File: config.mk
export PLATFORM = sky130hd
export DESIGN_NAME = can_tx_mailbox_ctrl
export DESIGN_NICKNAME = d
export VERILOG_FILES = /design/src/rtl/cantx_pkg.sv /design/src/rtl/cantx_seq_ctrl.sv /design/src/rtl/cantx_slot_regs.sv /design/src/rtl/can_tx_mailbox_ctrl.sv
export SDC_FILE = /design/constraint.sdc
export NUM_CORES = 1
export LEC_CHECK = 0
export CELL_PAD_IN_SITES_DETAIL_PLACEMENT = 1
export CELL_PAD_IN_SITES_GLOBAL_PLACEMENT = 1
export CORE_MARGIN = 3
export CORE_UTILIZATION = 40
export DETAILED_ROUTE_END_ITERATION = 10
export PLACE_DENSITY = 0.72
export SYNTH_ARGS = -nofsm -noshare
export SYNTH_HDL_FRONTEND = slang
export SYNTH_SLANG_ARGS = --single-unit
File: constraint.sdc
create_clock -name clk -period 2.2 [get_ports clk]
set_clock_uncertainty 0.1 [all_clocks]
set_input_delay 0.44 -clock clk [delete_from_list [all_inputs] [get_ports clk]]
set_output_delay 0.44 -clock clk [all_outputs]
set_load 0.02 [all_outputs]
File: src/rtl/cantx_pkg.sv
package cantx_pkg;

  typedef enum logic [1:0] {
    CT_IDLE  = 2'd0,
    CT_ARMED = 2'd1,
    CT_ONBUS = 2'd2
  } ctState_t;

  // Strobes from the sequencer to the flag datapath
  typedef struct packed {
    logic start;
    logic lost;
    logic done;
  } ctStrobe_t;

endpackage

File: src/rtl/cantx_seq_ctrl.sv
module cantx_seq_ctrl
  import cantx_pkg::*;
#(
  parameter int NUM_SLOTS = 16,
  parameter int SLOT_W    = $clog2(NUM_SLOTS)
) (
  input  logic                 clk,
  input  logic                 rst,
  input  logic                 busIdle,
  input  logic                 sofSeen,
  input  logic                 arbLost,
  input  logic                 txOk,
  input  logic [NUM_SLOTS-1:0] eligVec,
  output ctStrobe_t            strobe,
  output logic [SLOT_W-1:0]    slotSel,
  output logic [SLOT_W-1:0]    curSlot,
  output logic                 txGo
);

  ctState_t            state;
  logic [SLOT_W-1:0]   pickIdx;
  logic                anyElig;

  // lowest-numbered eligible slot wins
  always_comb begin
    pickIdx = '0;
    for (int i = NUM_SLOTS - 1; i >= 0; i--) begin
      if (eligVec[i]) pickIdx = SLOT_W'(i);
    end
  end

  assign anyElig = |eligVec;

  always_comb begin
    strobe = '0;
    unique case (state)
      CT_IDLE:  strobe.start = busIdle && anyElig;
      CT_ONBUS: begin
        strobe.lost = arbLost;
        strobe.done = !arbLost && txOk;
      end
      default: ;
    endcase
  end

  assign slotSel = (state == CT_IDLE) ? pickIdx : curSlot;

  always_ff @(posedge clk) begin
    if (rst) begin
      state   <= CT_IDLE;
      curSlot <= '0;
      txGo    <= 1'b0;
    end else begin
      txGo <= strobe.start;
      unique case (state)
        CT_IDLE: if (strobe.start) begin
          state   <= CT_ARMED;
          curSlot <= pickIdx;
        end
        CT_ARMED: if (sofSeen) state <= CT_ONBUS;
        CT_ONBUS: if (strobe.lost || strobe.done) state <= CT_IDLE;
        default: state <= CT_IDLE;
      endcase
    end
  end

endmodule

File: src/rtl/cantx_slot_regs.sv
module cantx_slot_regs
  import cantx_pkg::*;
#(
  parameter int NUM_SLOTS = 16,
  parameter int SLOT_W    = $clog2(NUM_SLOTS)
) (
  input  logic                 clk,
  input  logic                 rst,
  input  logic                 wrEn,
  input  logic [SLOT_W-1:0]    wrSlot,
  input  logic                 wrReq,
  input  logic                 wrSent,
  input  logic [SLOT_W-1:0]    rdSlot,
  input  logic                 intEn,
  input  ctStrobe_t            strobe,
  input  logic [SLOT_W-1:0]    slotSel,
  output logic                 rdReq,
  output logic                 rdActive,
  output logic                 rdSent,
  output logic [NUM_SLOTS-1:0] eligVec,
  output logic                 txState,
  output logic                 txSucc,
  output logic [SLOT_W-1:0]    lastSlot,
  output logic                 txDoneIrq
);

  logic [NUM_SLOTS-1:0] reqVec;
  logic [NUM_SLOTS-1:0] actVec;
  logic [NUM_SLOTS-1:0] sentVec;

  for (genvar g = 0; g < NUM_SLOTS; g++) begin : gSlot
    logic wrHit;
    logic engHit;
    assign wrHit  = wrEn && (wrSlot == SLOT_W'(g));
    assign engHit = (slotSel == SLOT_W'(g));

    always_ff @(posedge clk) begin
      if (rst) begin
        reqVec[g]  <= 1'b0;
        actVec[g]  <= 1'b0;
        sentVec[g] <= 1'b0;
      end else begin
        if (wrHit) begin
          if (!wrReq)          reqVec[g] <= 1'b0;
          else if (!sentVec[g]) reqVec[g] <= 1'b1;
        end
        if (strobe.done && engHit)  sentVec[g] <= 1'b1;
        else if (wrHit && !wrSent)  sentVec[g] <= 1'b0;
        if (strobe.start && engHit) actVec[g] <= 1'b1;
        else if ((strobe.lost || strobe.done) && engHit) actVec[g] <= 1'b0;
      end
    end

    assign eligVec[g] = reqVec[g] && !sentVec[g];
  end

  always_ff @(posedge clk) begin
    if (rst) begin
      txState   <= 1'b0;
      txSucc    <= 1'b0;
      lastSlot  <= '0;
      txDoneIrq <= 1'b0;
    end else begin
      txDoneIrq <= strobe.done && intEn;
      if (strobe.start) txState <= 1'b1;
      else if (strobe.lost || strobe.done) txState <= 1'b0;
      if (strobe.done) begin
        txSucc   <= 1'b1;
        lastSlot <= slotSel;
      end
    end
  end

  assign rdReq    = reqVec[rdSlot];
  assign rdActive = actVec[rdSlot];
  assign rdSent   = sentVec[rdSlot];

endmodule

File: src/rtl/can_tx_mailbox_ctrl.sv
module can_tx_mailbox_ctrl
  import cantx_pkg::*;
#(
  parameter int NUM_SLOTS = 16,
  parameter int SLOT_W    = $clog2(NUM_SLOTS)
) (
  input  logic              clk,
  input  logic              rst,
  input  logic              wrEn,
  input  logic [SLOT_W-1:0] wrSlot,
  input  logic              wrReq,
  input  logic              wrSent,
  input  logic [SLOT_W-1:0] rdSlot,
  output logic              rdReq,
  output logic              rdActive,
  output logic              rdSent,
  input  logic              intEn,
  input  logic              busIdle,
  input  logic              sofSeen,
  input  logic              arbLost,
  input  logic              txOk,
  output logic              txGo,
  output logic [SLOT_W-1:0] txSlot,
  output logic              txState,
  output logic              txSucc,
  output logic [SLOT_W-1:0] lastSlot,
  output logic              txDoneIrq
);

  ctStrobe_t            strobe;
  logic [NUM_SLOTS-1:0] eligVec;
  logic [SLOT_W-1:0]    slotSel;

  cantx_seq_ctrl #(.NUM_SLOTS(NUM_SLOTS), .SLOT_W(SLOT_W)) i_ctrl (
    .clk     (clk),
    .rst     (rst),
    .busIdle (busIdle),
    .sofSeen (sofSeen),
    .arbLost (arbLost),
    .txOk    (txOk),
    .eligVec (eligVec),
    .strobe  (strobe),
    .slotSel (slotSel),
    .curSlot (txSlot),
    .txGo    (txGo)
  );

  cantx_slot_regs #(.NUM_SLOTS(NUM_SLOTS), .SLOT_W(SLOT_W)) i_regs (
    .clk       (clk),
    .rst       (rst),
    .wrEn      (wrEn),
    .wrSlot    (wrSlot),
    .wrReq     (wrReq),
    .wrSent    (wrSent),
    .rdSlot    (rdSlot),
    .intEn     (intEn),
    .strobe    (strobe),
    .slotSel   (slotSel),
    .rdReq     (rdReq),
    .rdActive  (rdActive),
    .rdSent    (rdSent),
    .eligVec   (eligVec),
    .txState   (txState),
    .txSucc    (txSucc),
    .lastSlot  (lastSlot),
    .txDoneIrq (txDoneIrq)
  );

endmodule

**Yosys cells after proc, flatten, opt, wreduce, memory -nomap -nowiden**

Cells that the tools add are included.
Widths: inputs -> output; s select.

- Reductions and logical operators: 173
- Multiplexer cells: 127
- $lt $le $gt $ge: 1
- Equal/unequal tests: 51

Operator list:

| operator | number |
|---|---|
| $mux 1 | 102 |
| $logic_and 1x1->1 | 99 |
| $mux 4 | 17 |
| $reduce_bool 2->1 | 33 |
| $eq 4x4->1 const B | 16 |
| $ne 2x2->1 const B | 17 |
| $reduce_and 2->1 | 17 |
| $eq 4x3->1 const B | 8 |
| $logic_not 1->1 | 18 |
| $eq 4x2->1 const B | 4 |
| $reduce_or 16->1 | 1 |
| $bmux 1 s4 | 3 |
| $eq 4x1->1 const B | 2 |
| $logic_not 4->1 | 2 |
| $mux 2 | 4 |
| $pmux 2 s3 | 1 |
| $lt 4x5->1 const B | 1 |
| $ne 2x1->1 const B | 2 |
| $reduce_and 3->1 | 1 |
| $eq 2x1->1 const B | 1 |
| $eq 2x2->1 const B | 1 |
| $logic_not 2->1 | 1 |
| $logic_or 1x1->1 | 1 |

- Output and inout bits: 15
- Flip-flop bits (word level): 62
- Word-level logic and storage cells: 407
- Input port bits: 18

**Depth between registers and ports, before layout**

- Depth after elaboration: 23
- Gate-level depth with buffers: 8
- Depth with buffers taken out: 6

**Cells and area by module**

Synthesis repeated with hierarchy kept, for this count alone.

- Cell total of the unflattened synthesis: 420
- Area, all modules: 3467.1 um2

Modules (own cells, without submodules):

| module | cells an instance | instances | sequential area each (um2) | area each (um2) |
|---|---|---|---|---|
| cantx_slot_regs | 349 | 1 | 1101.1 | 2935.3 |
| cantx_seq_ctrl | 71 | 1 | 140.1 | 531.8 |

**Worst setup path before layout**

OpenSTA, ideal clock, no wires.

- Kind: input to output
- Start: in rdSlot[0]
- End: out rdSent
- Path buffers: 1
- Required time: 1.660 ns
- Stages on the path: 3
- Setup slack: -0.286 ns
- Data arrival time: 1.946 ns
- Cells stage by stage: buf_1 > mux4_2 > mux4_2

- Longest elaborated chain between the ends: 2

RTL lines:

| item | RTL line | RTL |
|---|---|---|
| start: declaration | can_tx_mailbox_ctrl.sv:13 | `input logic [SLOT_W-1:0] rdSlot,` |
| $bmux 1 s4 | cantx_slot_regs.sv:76 | `assign rdSent = sentVec[rdSlot];` |
| $mux 1 (implied by the code) | cantx_slot_regs.sv:76 |  |
| end: declaration | can_tx_mailbox_ctrl.sv:16 | `output logic rdSent,` |

No other way between the ends. The select of a mux whose other input is x is not followed.

**Worst setup path in the final report**

- Start: reg i_regs.reqVec[15]
- End: out rdReq

- Longest elaborated chain between the ends: 2

RTL lines:

| item | RTL line | RTL |
|---|---|---|
| start: declaration | cantx_slot_regs.sv:27 | `logic [NUM_SLOTS-1:0] reqVec;` |
| start signal: indexed assignment | cantx_slot_regs.sv:39 | `reqVec[g] <= 1'b0;` |
| start signal: indexed assignment | cantx_slot_regs.sv:44 | `if (!wrReq) reqVec[g] <= 1'b0;` |
| start signal: indexed assignment | cantx_slot_regs.sv:45 | `else if (!sentVec[g]) reqVec[g] <= 1'b1;` |
| $bmux 1 s4 | cantx_slot_regs.sv:74 | `assign rdReq = reqVec[rdSlot];` |
| $mux 1 (implied by the code) | cantx_slot_regs.sv:74 |  |
| end: declaration | can_tx_mailbox_ctrl.sv:14 | `output logic rdReq,` |

No other way between the ends. The select of a mux whose other input is x is not followed.

==> key figures <==
STA
  • Slew @ Worst Pin: 689 ps
  • Fin crit period: 2440 ps
  • Slew Limit Headroom: 0.539
  • Final hold violations: 0
  • Setup TNS: -4130 ps
  • Final Slew Violations: 0
  • Tcrit/Tclk final: 1.11
  • Final setup viols: 33
  • Crit path setup slack, layout: -242 ps
  • Fmax: 409 MHz
  • Unrepaired setup endpoints after global routing: true

Synthesis
  • Simple-gate portion of the synthesized area: 0.200
  • Main synth FF type: dfxtp_1
  • Syn Nets: 347
  • Syn_area_per_cell: 10.1 um^2
  • Largest family of logic cells by synthesized area: compound AO/OA/AOI/OAI gates
  • Dominant cell by count in the synthesized netlist: dfxtp_1
  • Post-synth EDFFs: 0
  • Synth cell types: 52
  • Xor/xnor share of the synthesized area: 0
  • Asr flop ratio synth: 0
  • Share of the synthesized area in the top cell type: 0.374
  • Yosys warning count: 0
  • Mux cell area share after synthesis: 0.105
  • Register area share after synthesis: 0.374
  • Synth Area in Compound Gates: 0.287
  • Post-Synth Adder-Cell Area: 0
  • Mapped Area: 3320 um^2
  • Area contributors post-synth: dfxtp_1, mux4_2, o31ai_1
  • Syn Inst Count: 329
  • Area leader, netlist: dfxtp_1
  • #FFs+latches synth: 62
  • Top cells by count, synth: dfxtp_1, nor2_1, o31ai_1

Floorplan
  • Die height: approximately 97 um
  • Initial Util: 0.421
  • Die area: 9420 um^2
  • Ports: 33
  • Die X: roughly 97 um
  • # rows: 32
  • Core Area: 7890 um^2

Global routing
  • All-Layer GR Usage: 0.318
  • Global-route wire length before repair: 23000 um
  • GRT Residual Overflow: 0
  • Largest net degree at the start of global routing: 51
  • Initial antenna violation count: 0
  • Vias in the first global route: 3872

Layout
  • Design area: ~5400 um^2
  • Layout cells sized above 1: 0.543
  • Post-Layout Cell Count: around 570
  • Final core occ: 0.680
  • Area added between synthesis and finish: 61.7%
  • Ant diodes: 0
  • Layout Nets: approximately 480
  • Fillers: 801

Min path
  • Hold Path Class: flip-flop to flip-flop
  • Hold path depth: 2

Worst setup path
  • Worst path arrival time: around 1900 ps
  • Flop2flop setup slack: -230 ps
  • Startpoint type of the worst setup path: flip-flop
  • Setup Crit Path Kind: flip-flop to output pin
  • CP required: 1660 ps
  • Cell depth of the worst flop-to-flop path: 9
  • Crit-path max FO: 2
  • CP Capture Type: output pin

Place
  • Area post-placement: 4420 um^2
  • Inst Count DP: 533
  • Post-place setup slack: -1030 ps
  • RePlAce Congestion: approximately 0.92
  • Port bufs: 32
  • Post-DP HPWL: 9060 um

Routing
  • Post-Route WL: roughly 18000 um
  • Post-route ant nets: 0
  • Total number of vias: between 3000 and 4000
  • Initial DRC count: 356
  • Vias/cell: between 6 and 7
  • WL/cell: 31.3 um
  • DRC: 0
  • First drt pass iteration count: 5

Job
  • Max-Cap Viols: 0

Clocking
  • CTS max path bufs: 2
  • Clock sinks: 62
  • CTS Buf Count: 9
  • CTS H-tree lvls: 3
  • Worst-path clk slew: around 80 ps
  • Clock Tree Root: clkbuf_8
  • Worst skew pair latency: 370 ps
  • CTS tree: yes

Power and ir drop
  • Power Density: 589 nW/um^2
  • Peak supply drop: 0.000555 V
  • Static leakage: roughly 2.0 nW

Outcome
  • Failing checks: setup timing
  • Outcome: complete, but fails checks
## cell families (layout without fill, tap and decap cells)
kind of cell           count (synthesis)  in the layout
AND/OR/NAND/NOR                      120            120
flip-flops                            62             62
multiplexers                          16             16
AO/OA/AOI/OAI                        111            111
buffers and inverters                 20            155
## layout by cell type (no fill, tap or decap), types with 9 or more instances in the layout
master           synthesis  routed
a21oi_1                  9       9
buf_4                    0      90
clkbuf_8                 0       9
clkdlybuf4s50_1          0      27
dfxtp_1                 62      45
dfxtp_2                  0      16
mux4_2                  15      15
nand2_1                 27      27
nand2b_4                 0       9
nor2_1                  30      29
o211ai_1                18      18
o221a_2                 16      16
o311ai_4                 0      10
o31ai_1                 29      13
o31ai_2                  3      15
## worst paths after layout
path	from	to
worst max register to register	i_regs.reqVec[5]$_SDFFE_PP0P_	i_regs.actVec[5]$_SDFFE_PP0P_
worst min register to register	i_regs.actVec[0]$_SDFFE_PP0P_	i_regs.actVec[0]$_SDFFE_PP0P_
worst min-delay path	i_regs.actVec[0]$_SDFFE_PP0P_	i_regs.actVec[0]$_SDFFE_PP0P_
worst max-delay path	i_regs.reqVec[15]$_SDFFE_PP0P_	rdReq
## timing repair
action | CTS | global route
pin swaps | 8 | 6
hold buffers | 0 | 0
setup endpoints to repair | 35 | 37
buffers inserted | 6 | 8
hold endpoints to repair | 0 | 0
cloned | 1 | 2
resized for setup | 91 | 53
## flip-flops by register name, summed over array words and instances, names as in the netlist
signal,cells
i_regs.lastSlot,4
i_regs.txState,1
i_ctrl.state,2
i_ctrl.txGo,1
i_regs.txSucc,1
i_ctrl.curSlot,4
i_regs.reqVec,16
i_regs.sentVec,16
i_regs.actVec,16
i_regs.txDoneIrq,1
## per-stage QoR
step	hold slack [ps]	power (mW)
finish	396	3.16
global route	412	3.23
CTS	385	2.92
detailed placement	378	1.81
global placement	344	1.79
floorplan	354	1.51
## critical path, cell delays in order (launching register included)
cell     delay (ps)
dfxtp_1         360
mux4_2          500
mux4_2          530
buf_6           160
## metal layers
metal | share of wire | GRT usage
met4 | 0.065 | 0.180
met2 | 0.47 | 0.524
met3 | 0.089 | 0.0811
met5 | 0 | 0
met1 | 0.38 | 0.376
## where the power goes
group          internal [mW]  switching [mW]  total [mW]
clock                  0.527           0.555        1.08
combinational          0.381           0.524       0.905
sequential              1.15          0.0242        1.17
## area by class of cell
class,instances,area (um^2),share of cell area
Tap cell,102,128,0.0238
Multi-Input combinational cell,247,2480,0.462
Clock buffer,9,124,0.0231
Sequential cell,62,1260,0.236
Inverter,2,7.51,0.00140
Clock inverter,7,73.8,0.0138
Timing Repair Buffer,137,1290,0.240
(Power assumes the default switching activity.)
